$ cat config.mk
export PLATFORM = sky130hd
export DESIGN_NAME = ssp_reg_unit
export DESIGN_NICKNAME = d
export VERILOG_FILES = /design/src/rtl/ssp_regs_pkg.sv /design/src/rtl/ssp_addr_decode.sv /design/src/rtl/ssp_cfg_regs.sv /design/src/rtl/ssp_flag_gen.sv /design/src/rtl/ssp_reg_unit.sv
export SDC_FILE = /design/constraint.sdc
export NUM_CORES = 1
export LEC_CHECK = 0
export BUFFER_PORTS_ARGS = -buffer_cell sky130_fd_sc_hd__buf_2
export CORE_MARGIN = 4
export CORE_UTILIZATION = 40
export DETAILED_ROUTE_END_ITERATION = 6
export GPL_ROUTABILITY_DRIVEN = 0
export PLACE_DENSITY = 0.78
export SYNTH_ARGS = -nofsm -noshare
export SYNTH_HDL_FRONTEND = slang
export SYNTH_SLANG_ARGS = --single-unit
$ cat constraint.sdc
create_clock -name clk -period 10.4 [get_ports clk]
set_clock_uncertainty 0.1 [all_clocks]
set_input_delay 3.12 -clock clk [delete_from_list [all_inputs] [get_ports clk]]
set_output_delay 3.12 -clock clk [all_outputs]
set_load 0.01 [all_outputs]
$ cat src/rtl/ssp_regs_pkg.sv
package ssp_regs_pkg;

    localparam int BUS_AW    = 12;
    localparam int BUS_DW    = 32;
    localparam int FRAME_MAX = 16;
    localparam int CTRL0_W   = 16;
    localparam int CTRL1_W   = 4;
    localparam int PRESC_W   = 8;
    localparam int IRQ_W     = 4;

    // Word indexes (byte offset / 4) of the mapped registers
    localparam logic [9:0] W_CTRL0  = 10'h000;
    localparam logic [9:0] W_CTRL1  = 10'h001;
    localparam logic [9:0] W_DATA   = 10'h002;
    localparam logic [9:0] W_STAT   = 10'h003;
    localparam logic [9:0] W_PRESC  = 10'h004;
    localparam logic [9:0] W_MASK   = 10'h005;
    localparam logic [9:0] W_RAW    = 10'h006;
    localparam logic [9:0] W_MASKED = 10'h007;
    localparam logic [9:0] W_DMA    = 10'h008;
    // Address bits 11:5 of the identification window
    localparam logic [6:0] ID_BLOCK = 7'h7F;

    typedef enum logic [3:0] {
        SEL_CTRL0, SEL_CTRL1, SEL_DATA, SEL_STAT, SEL_PRESC,
        SEL_MASK, SEL_RAW, SEL_MASKED, SEL_DMA, SEL_ID, SEL_NONE
    } reg_sel_e;

    // Status word, bit 4 down to bit 0
    typedef struct packed {
        logic busy;
        logic rx_full;
        logic rx_nempty;
        logic tx_nfull;
        logic tx_empty;
    } stat_t;

    // Raw interrupt vector, bit 3 down to bit 0
    typedef struct packed {
        logic       tx_low;
        logic       rx_high;
        logic [1:0] spare;
    } irq_vec_t;

    function automatic logic [7:0] id_byte(input logic [2:0] idx);
        case (idx)
            3'd0:    id_byte = 8'h22;
            3'd1:    id_byte = 8'h10;
            3'd2:    id_byte = 8'h04;
            3'd3:    id_byte = 8'h00;
            3'd4:    id_byte = 8'h0D;
            3'd5:    id_byte = 8'hF0;
            3'd6:    id_byte = 8'h05;
            default: id_byte = 8'hB1;
        endcase
    endfunction

    function automatic logic [FRAME_MAX-1:0] frame_mask(input logic [3:0] code);
        logic [FRAME_MAX:0] one_hot;
        one_hot    = {{FRAME_MAX{1'b0}}, 1'b1} << ({1'b0, code} + 5'd1);
        frame_mask = FRAME_MAX'(one_hot - 1'b1);
    endfunction

endpackage

$ cat src/rtl/ssp_addr_decode.sv
module ssp_addr_decode
    import ssp_regs_pkg::*;
(
    input  logic [BUS_AW-1:0] addr,
    output reg_sel_e          sel,
    output logic [2:0]        id_idx
);

    always_comb begin
        sel    = SEL_NONE;
        id_idx = addr[4:2];
        if (addr[1:0] == 2'b00) begin
            if (addr[11:5] == ID_BLOCK) begin
                sel = SEL_ID;
            end else begin
                case (addr[11:2])
                    W_CTRL0:  sel = SEL_CTRL0;
                    W_CTRL1:  sel = SEL_CTRL1;
                    W_DATA:   sel = SEL_DATA;
                    W_STAT:   sel = SEL_STAT;
                    W_PRESC:  sel = SEL_PRESC;
                    W_MASK:   sel = SEL_MASK;
                    W_RAW:    sel = SEL_RAW;
                    W_MASKED: sel = SEL_MASKED;
                    W_DMA:    sel = SEL_DMA;
                    default:  sel = SEL_NONE;
                endcase
            end
        end
    end

endmodule

$ cat src/rtl/ssp_cfg_regs.sv
module ssp_cfg_regs
    import ssp_regs_pkg::*;
(
    input  logic               clk,
    input  logic               rst,
    input  logic               wr_en,
    input  reg_sel_e           sel,
    input  logic [CTRL0_W-1:0] wdata,
    output logic [CTRL0_W-1:0] ctrl0_q,
    output logic [CTRL1_W-1:0] ctrl1_q,
    output logic [PRESC_W-1:0] presc_q,
    output logic [IRQ_W-1:0]   mask_q
);

    always_ff @(posedge clk) begin
        if (rst) begin
            ctrl0_q <= '0;
            ctrl1_q <= '0;
            presc_q <= '0;
            mask_q  <= '0;
        end else if (wr_en) begin
            case (sel)
                SEL_CTRL0: ctrl0_q <= wdata;
                SEL_CTRL1: ctrl1_q <= wdata[CTRL1_W-1:0];
                SEL_PRESC: presc_q <= wdata[PRESC_W-1:0];
                SEL_MASK:  mask_q  <= wdata[IRQ_W-1:0];
                default: ;
            endcase
        end
    end

    // the mask only moves on a write aimed at it
    a_r13_mask_holds: assert property (@(posedge clk) disable iff (rst)
        !(wr_en && sel == SEL_MASK) |=> $stable(mask_q));

    // the prescaler only moves on a write aimed at it
    a_r9_presc_holds: assert property (@(posedge clk) disable iff (rst)
        !(wr_en && sel == SEL_PRESC) |=> $stable(presc_q));

endmodule

$ cat src/rtl/ssp_flag_gen.sv
module ssp_flag_gen
    import ssp_regs_pkg::*;
#(
    parameter int DEPTH = 8,
    parameter int LVL_W = $clog2(DEPTH + 1)
) (
    input  logic             clk,
    input  logic             rst,
    input  logic [LVL_W-1:0] tx_level,
    input  logic [LVL_W-1:0] rx_level,
    output stat_t            stat_q,
    output irq_vec_t         raw_q
);

    localparam logic [LVL_W-1:0] FULL_LVL = LVL_W'(DEPTH);
    localparam logic [LVL_W-1:0] HALF_LVL = LVL_W'(DEPTH / 2);

    stat_t    stat_d;
    irq_vec_t raw_d;
    logic     seen_q;

    always_comb begin
        stat_d.tx_empty  = (tx_level == '0);
        stat_d.tx_nfull  = (tx_level < FULL_LVL);
        stat_d.rx_nempty = (rx_level != '0);
        stat_d.rx_full   = (rx_level >= FULL_LVL);
        stat_d.busy      = (tx_level != '0);
        raw_d.rx_high    = (rx_level >= HALF_LVL);
        raw_d.tx_low     = (tx_level <= HALF_LVL);
        raw_d.spare      = 2'b00;
    end

    always_ff @(posedge clk) begin
        if (rst) begin
            stat_q <= '{busy: 1'b0, rx_full: 1'b0, rx_nempty: 1'b0,
                        tx_nfull: 1'b1, tx_empty: 1'b1};
            raw_q  <= '{tx_low: 1'b1, rx_high: 1'b0, spare: 2'b00};
            seen_q <= 1'b0;
        end else begin
            stat_q <= stat_d;
            raw_q  <= raw_d;
            seen_q <= 1'b1;
        end
    end

    // empty and full flags follow the levels one cycle later
    a_r2_tx_empty: assert property (@(posedge clk) disable iff (rst)
        seen_q |-> stat_q.tx_empty == ($past(tx_level) == '0));
    a_r2_rx_full: assert property (@(posedge clk) disable iff (rst)
        seen_q |-> stat_q.rx_full == ($past(rx_level) >= FULL_LVL));

    // busy is always the complement of transmit-empty
    a_r3_busy_vs_empty: assert property (@(posedge clk) disable iff (rst)
        stat_q.busy != stat_q.tx_empty);

    // receive threshold and unused vector bits
    a_r4_rx_high: assert property (@(posedge clk) disable iff (rst)
        seen_q |-> raw_q.rx_high == ($past(rx_level) >= HALF_LVL));
    a_r4_spare_zero: assert property (@(posedge clk) disable iff (rst)
        raw_q.spare == 2'b00);

endmodule

$ cat src/rtl/ssp_reg_unit.sv
module ssp_reg_unit
    import ssp_regs_pkg::*;
#(
    parameter int FIFO_DEPTH = 8,
    parameter int LVL_W      = $clog2(FIFO_DEPTH + 1)
) (
    input  logic                 clk,
    input  logic                 rst,
    input  logic                 req_valid,
    output logic                 req_ready,
    input  logic                 req_write,
    input  logic [BUS_AW-1:0]    req_addr,
    input  logic [BUS_DW-1:0]    req_wdata,
    output logic                 rsp_valid,
    output logic [BUS_DW-1:0]    rsp_rdata,
    output logic                 rsp_err,
    output logic                 tx_push,
    output logic [FRAME_MAX-1:0] tx_push_data,
    input  logic [LVL_W-1:0]     tx_level,
    output logic                 rx_pop,
    input  logic [FRAME_MAX-1:0] rx_pop_data,
    input  logic [LVL_W-1:0]     rx_level,
    output logic [CTRL0_W-1:0]   ctrl0_o,
    output logic [CTRL1_W-1:0]   ctrl1_o,
    output logic [PRESC_W-1:0]   presc_o,
    output logic                 irq
);

    localparam logic [LVL_W-1:0] FULL_LVL = LVL_W'(FIFO_DEPTH);

    reg_sel_e          sel;
    logic [2:0]        id_idx;
    logic              acc_wr, acc_rd;
    logic [IRQ_W-1:0]  mask_q;
    stat_t             stat_q;
    irq_vec_t          raw_q;
    logic [IRQ_W-1:0]  raw_bits;
    logic [BUS_DW-1:0] rd_d;
    logic              seen_q;
    logic              unused_wdata_hi;

    assign unused_wdata_hi = ^req_wdata[BUS_DW-1:CTRL0_W];
    assign req_ready       = 1'b1;
    assign acc_wr          = req_valid &  req_write;
    assign acc_rd          = req_valid & ~req_write;
    assign raw_bits        = raw_q;

    ssp_addr_decode u_dec (
        .addr   (req_addr),
        .sel    (sel),
        .id_idx (id_idx)
    );

    ssp_cfg_regs u_cfg (
        .clk     (clk),
        .rst     (rst),
        .wr_en   (acc_wr),
        .sel     (sel),
        .wdata   (req_wdata[CTRL0_W-1:0]),
        .ctrl0_q (ctrl0_o),
        .ctrl1_q (ctrl1_o),
        .presc_q (presc_o),
        .mask_q  (mask_q)
    );

    ssp_flag_gen #(.DEPTH(FIFO_DEPTH), .LVL_W(LVL_W)) u_flags (
        .clk      (clk),
        .rst      (rst),
        .tx_level (tx_level),
        .rx_level (rx_level),
        .stat_q   (stat_q),
        .raw_q    (raw_q)
    );

    // Queue strobes act in the request cycle
    assign tx_push      = acc_wr && (sel == SEL_DATA) && (tx_level < FULL_LVL);
    assign tx_push_data = req_wdata[FRAME_MAX-1:0] & frame_mask(ctrl0_o[3:0]);
    assign rx_pop       = acc_rd && (sel == SEL_DATA) && (rx_level != '0);

    assign irq = |(raw_bits & mask_q);

    always_comb begin
        case (sel)
            SEL_CTRL0:  rd_d = {{(BUS_DW-CTRL0_W){1'b0}}, ctrl0_o};
            SEL_CTRL1:  rd_d = {{(BUS_DW-CTRL1_W){1'b0}}, ctrl1_o};
            SEL_DATA:   rd_d = (rx_level != '0) ?
                               {{(BUS_DW-FRAME_MAX){1'b0}}, rx_pop_data} : '0;
            SEL_STAT:   rd_d = {{(BUS_DW-5){1'b0}}, stat_q};
            SEL_PRESC:  rd_d = {{(BUS_DW-PRESC_W){1'b0}}, presc_o};
            SEL_MASK:   rd_d = {{(BUS_DW-IRQ_W){1'b0}}, mask_q};
            SEL_RAW:    rd_d = {{(BUS_DW-IRQ_W){1'b0}}, raw_bits};
            SEL_MASKED: rd_d = {{(BUS_DW-IRQ_W){1'b0}}, raw_bits & mask_q};
            SEL_ID:     rd_d = {{(BUS_DW-8){1'b0}}, id_byte(id_idx)};
            default:    rd_d = '0;
        endcase
    end

    always_ff @(posedge clk) begin
        if (rst) begin
            rsp_valid <= 1'b0;
            rsp_rdata <= '0;
            rsp_err   <= 1'b0;
            seen_q    <= 1'b0;
        end else begin
            rsp_valid <= req_valid;
            rsp_rdata <= acc_rd ? rd_d : '0;
            rsp_err   <= req_valid && (sel == SEL_NONE);
            seen_q    <= 1'b1;
        end
    end

    // never pop an empty receive queue
    a_r6_no_pop_empty: assert property (@(posedge clk) disable iff (rst)
        rx_pop |-> rx_level != '0);

    // never push a full transmit queue
    a_r7_no_push_full: assert property (@(posedge clk) disable iff (rst)
        tx_push |-> tx_level < FULL_LVL);

    // pushed word carries no bits above the frame
    a_r8_push_in_frame: assert property (@(posedge clk) disable iff (rst)
        tx_push |-> (tx_push_data & ~frame_mask(ctrl0_o[3:0])) == '0);

    // the line can only be high with some enable set
    a_r5_irq_needs_mask: assert property (@(posedge clk) disable iff (rst)
        irq |-> mask_q != '0);

    // one response per request, one cycle later
    a_r12_rsp_follows: assert property (@(posedge clk) disable iff (rst)
        seen_q |-> rsp_valid == $past(req_valid));

    // an error only rides on a response
    a_r11_err_with_rsp: assert property (@(posedge clk) disable iff (rst)
        rsp_err |-> rsp_valid);

endmodule

==> flow_summary.toml <==
[run_status]
status = "finished, final reports clean"

[timing]
finalSetupViolCount = 0
tightest_slew_ps = 1010
max_freq_mhz = 116
min_period_over_period = 0.830
setup_slack_ps = 1760
slew_headroom = 0.322
drv_slew = 0
min_period_ps = 8640
setup_tns_ps = 0
rsz0062_at_grt = "false"
finalHoldViolations = 0

[floorplanning]
io_pins = 154
initial_core_util = 0.416
die-area_um2 = 9080
die_x_um = 95.3
rows = 31
coreArea_um2 = 7330
die_h_um = 95.3

[detailed_routing]
wl_um = 9810
drtPass1Iterations = 5
first_iter_violations = 365
avgRoutedWirePerCell_um = 16.8
via_per_inst = 5.55
postRouteAntennaNets = 0
drc = 0
dr_total_vias = 3245

[power_and_ir_drop]
power_frac_seq = 0.445
p_int_mw = 0.382
power_density_nw_per_um2 = 130
swShare = 0.233
comb_power_share = 0.073
p_sw_mw = 0.116
cellLeakagePower_nw = 1.62
p_clk_frac = 0.482
peakVddDrop_uv = 58.3

[logic_synthesis]
synth-seq-area-share = 0.374
synth_area_leader_cell = "dfxtp_1"
synth_top_area_frac = 0.374
yosysWarnings = 0
syn_inst = 376
avgSynthCellArea_um2 = 8.11
synth_cell_types = 58
synthArstFlopShare = 0
netlist_area_um2 = 3050
synth-edff-count = 0
synth_area_leaders = "dfxtp_1 37%, nand2_1 6.8%, mux2i_1 5.6%, nor2_1 4.9%, a21oi_1 4.6%"
synth_seq_cells = 57
synth-main-ff-cell = "dfxtp_1"
synthTopCellsByCount = "57 x dfxtp_1, 55 x nand2_1, 40 x nor2_1"
synth_most_common_cell = "dfxtp_1"

[setup_path]
crit_arrival_ps = 5420
required_ps = 7180
startpoint_type = "input port"
crit_path_end_kind = "output port"
crit_fanout = 18
crit_type = "in2out"

[clocking]
cts-hold-fix-buffers = 0
insertion_delay_ps = 330
htree_levels = 3
clockBufferDepth = 2
cts_tree = "built"
cts-root-buf = "clkbuf_8"
cts_resized = 0
clkSlewWorstSetupHoldPaths_ps = 60
numClockSinks = 57
cts_buffers = 9
cts_setup_buffers = 0

[placed_design]
dp_hpwl_um = 7240
post-place-ws_ps = 1810
portBuffers = 120
dpl.cell_count = 569

[global_route]
grt_usage = 0.213
grt_max_degree = 38
grt_pass1_vias = 2963
grt_first_pass_wirelength_um = 14900
antenna_found_initial = 0
overflow = 0

[cells_and_area]
diodes = 0
stdcell_count = 585
layout-drive-gt1-share = 0.300
area_growth_syn_to_layout_pct = 25.5
nets = 554

[min_path]
hold_class = "reg2reg"

[flow_run]
cap_violations = 0
sequential cells by signal, summed over array words and instances (netlist names):
name            cells
rsp_err             1
u_cfg.ctrl0_q      16
rsp_valid           1
u_flags.stat_q      5
u_cfg.presc_q       8
u_flags.raw_q       2
u_cfg.mask_q        4
u_cfg.ctrl1_q       4
rsp_rdata          16
stage by stage:
step / hold slack [ps] / instance area, um2 / utilization / power [mW]
final: 378 / 3830 / 0.522 / 0.498
after global routing: 400 / 3830 / 0.522 / 0.512
after CTS: 375 / 3830 / 0.522 / 0.497
after detailed placement: 365 / 3600 / 0.491 / 0.262
after global placement: 356 / 3600 / 0.491 / 0.261
after floorplan: 333 / 3110 / - / 0.247
area by class of cell:
cell class / instances / area (um2)
fillers: 707 / 3500
multi-input cells: 284 / 1690
flip-flops and latches: 57 / 1140
repair buffers: 121 / 608
clock buffers: 12 / 155
well taps: 99 / 124
clock inverters: 4 / 73.8
inverters: 8 / 30.0
cells by family (layout without fill, tap and decap cells):
family,count (synthesis),in the layout,share of synthesized area
simple gates,158,158,0.269
compound gates,89,89,0.202
flops,57,57,0.374
buf+inv,51,145,0.0899
mux,17,17,0.0558
other cells,2,18,0.00246
fa+ha+maj,1,1,0.00410
xor+xnor,1,1,0.00287
metal layers:
| metal | share of wire | GRT usage |
|---|---|---|
| met5 | 0 | 0 |
| met4 | 0.020 | 0.0865 |
| met3 | 0.094 | 0.0513 |
| met2 | 0.46 | 0.325 |
| met1 | 0.42 | 0.287 |
cell usage in the layout (no fill, tap or decap), types with 2 or more instances in the layout:
master,synthesis,routed
buf_2,6,120
nor4b_1,2,2
clkbuf_8,0,11
a22oi_1,16,16
or2_2,2,2
a21boi_0,5,5
and4_1,2,2
nand2_1,55,55
nand4_1,5,5
o31ai_1,3,3
o32ai_1,2,2
o311a_1,3,3
bufinv_16,0,2
nand2b_1,2,2
or3_1,4,4
mux2i_1,17,17
o21ai_0,7,7
nor4_1,6,6
nand3_1,8,8
dfxtp_1,57,57
nand4b_1,2,2
nor4_4,3,3
o22ai_1,4,4
a221oi_1,2,2
nor2_1,40,40
a31oi_1,3,3
and2_1,5,5
nor2b_1,2,2
o211ai_1,3,3
a21oi_1,28,28
or4_1,3,3
inv_1,8,8
o2bb2ai_1,2,2
nor3_1,7,7
conb_1,2,18
a2111o_1,2,2
o21a_1,2,2
worst paths after layout:
| check | slack (ps) | depth (start not counted) | end | from |
|---|---|---|---|---|
| worst max-delay path | 1760 | 5 | rx_pop | req_addr[4] |
| worst min register to register | 380 | 2 | u_cfg.ctrl0_q[11] | u_cfg.ctrl0_q[11] |
| worst max register to register | 8680 | 4 | rsp_rdata[3] | u_cfg.ctrl0_q[3] |
| worst min-delay path | 380 | 2 | u_cfg.ctrl0_q[11] | u_cfg.ctrl0_q[11] |
power groups by stage:
stage	Sequential [mW]	Combinational [mW]	Clock, mW
after CTS	0.221	0.0356	0.240
after global routing	0.221	0.0395	0.251
after global placement	0.226	0.0348	0
after detailed placement	0.226	0.0355	0
after floorplan	0.226	0.0214	0
final	0.221	0.0364	0.240
critical path, cell delays in order:
cell and delay (ps):
buf_2 200, or4_1 780, nor4_4 930, and3b_1 250
buf_2 130
Power figures use the tool's default switching activity.
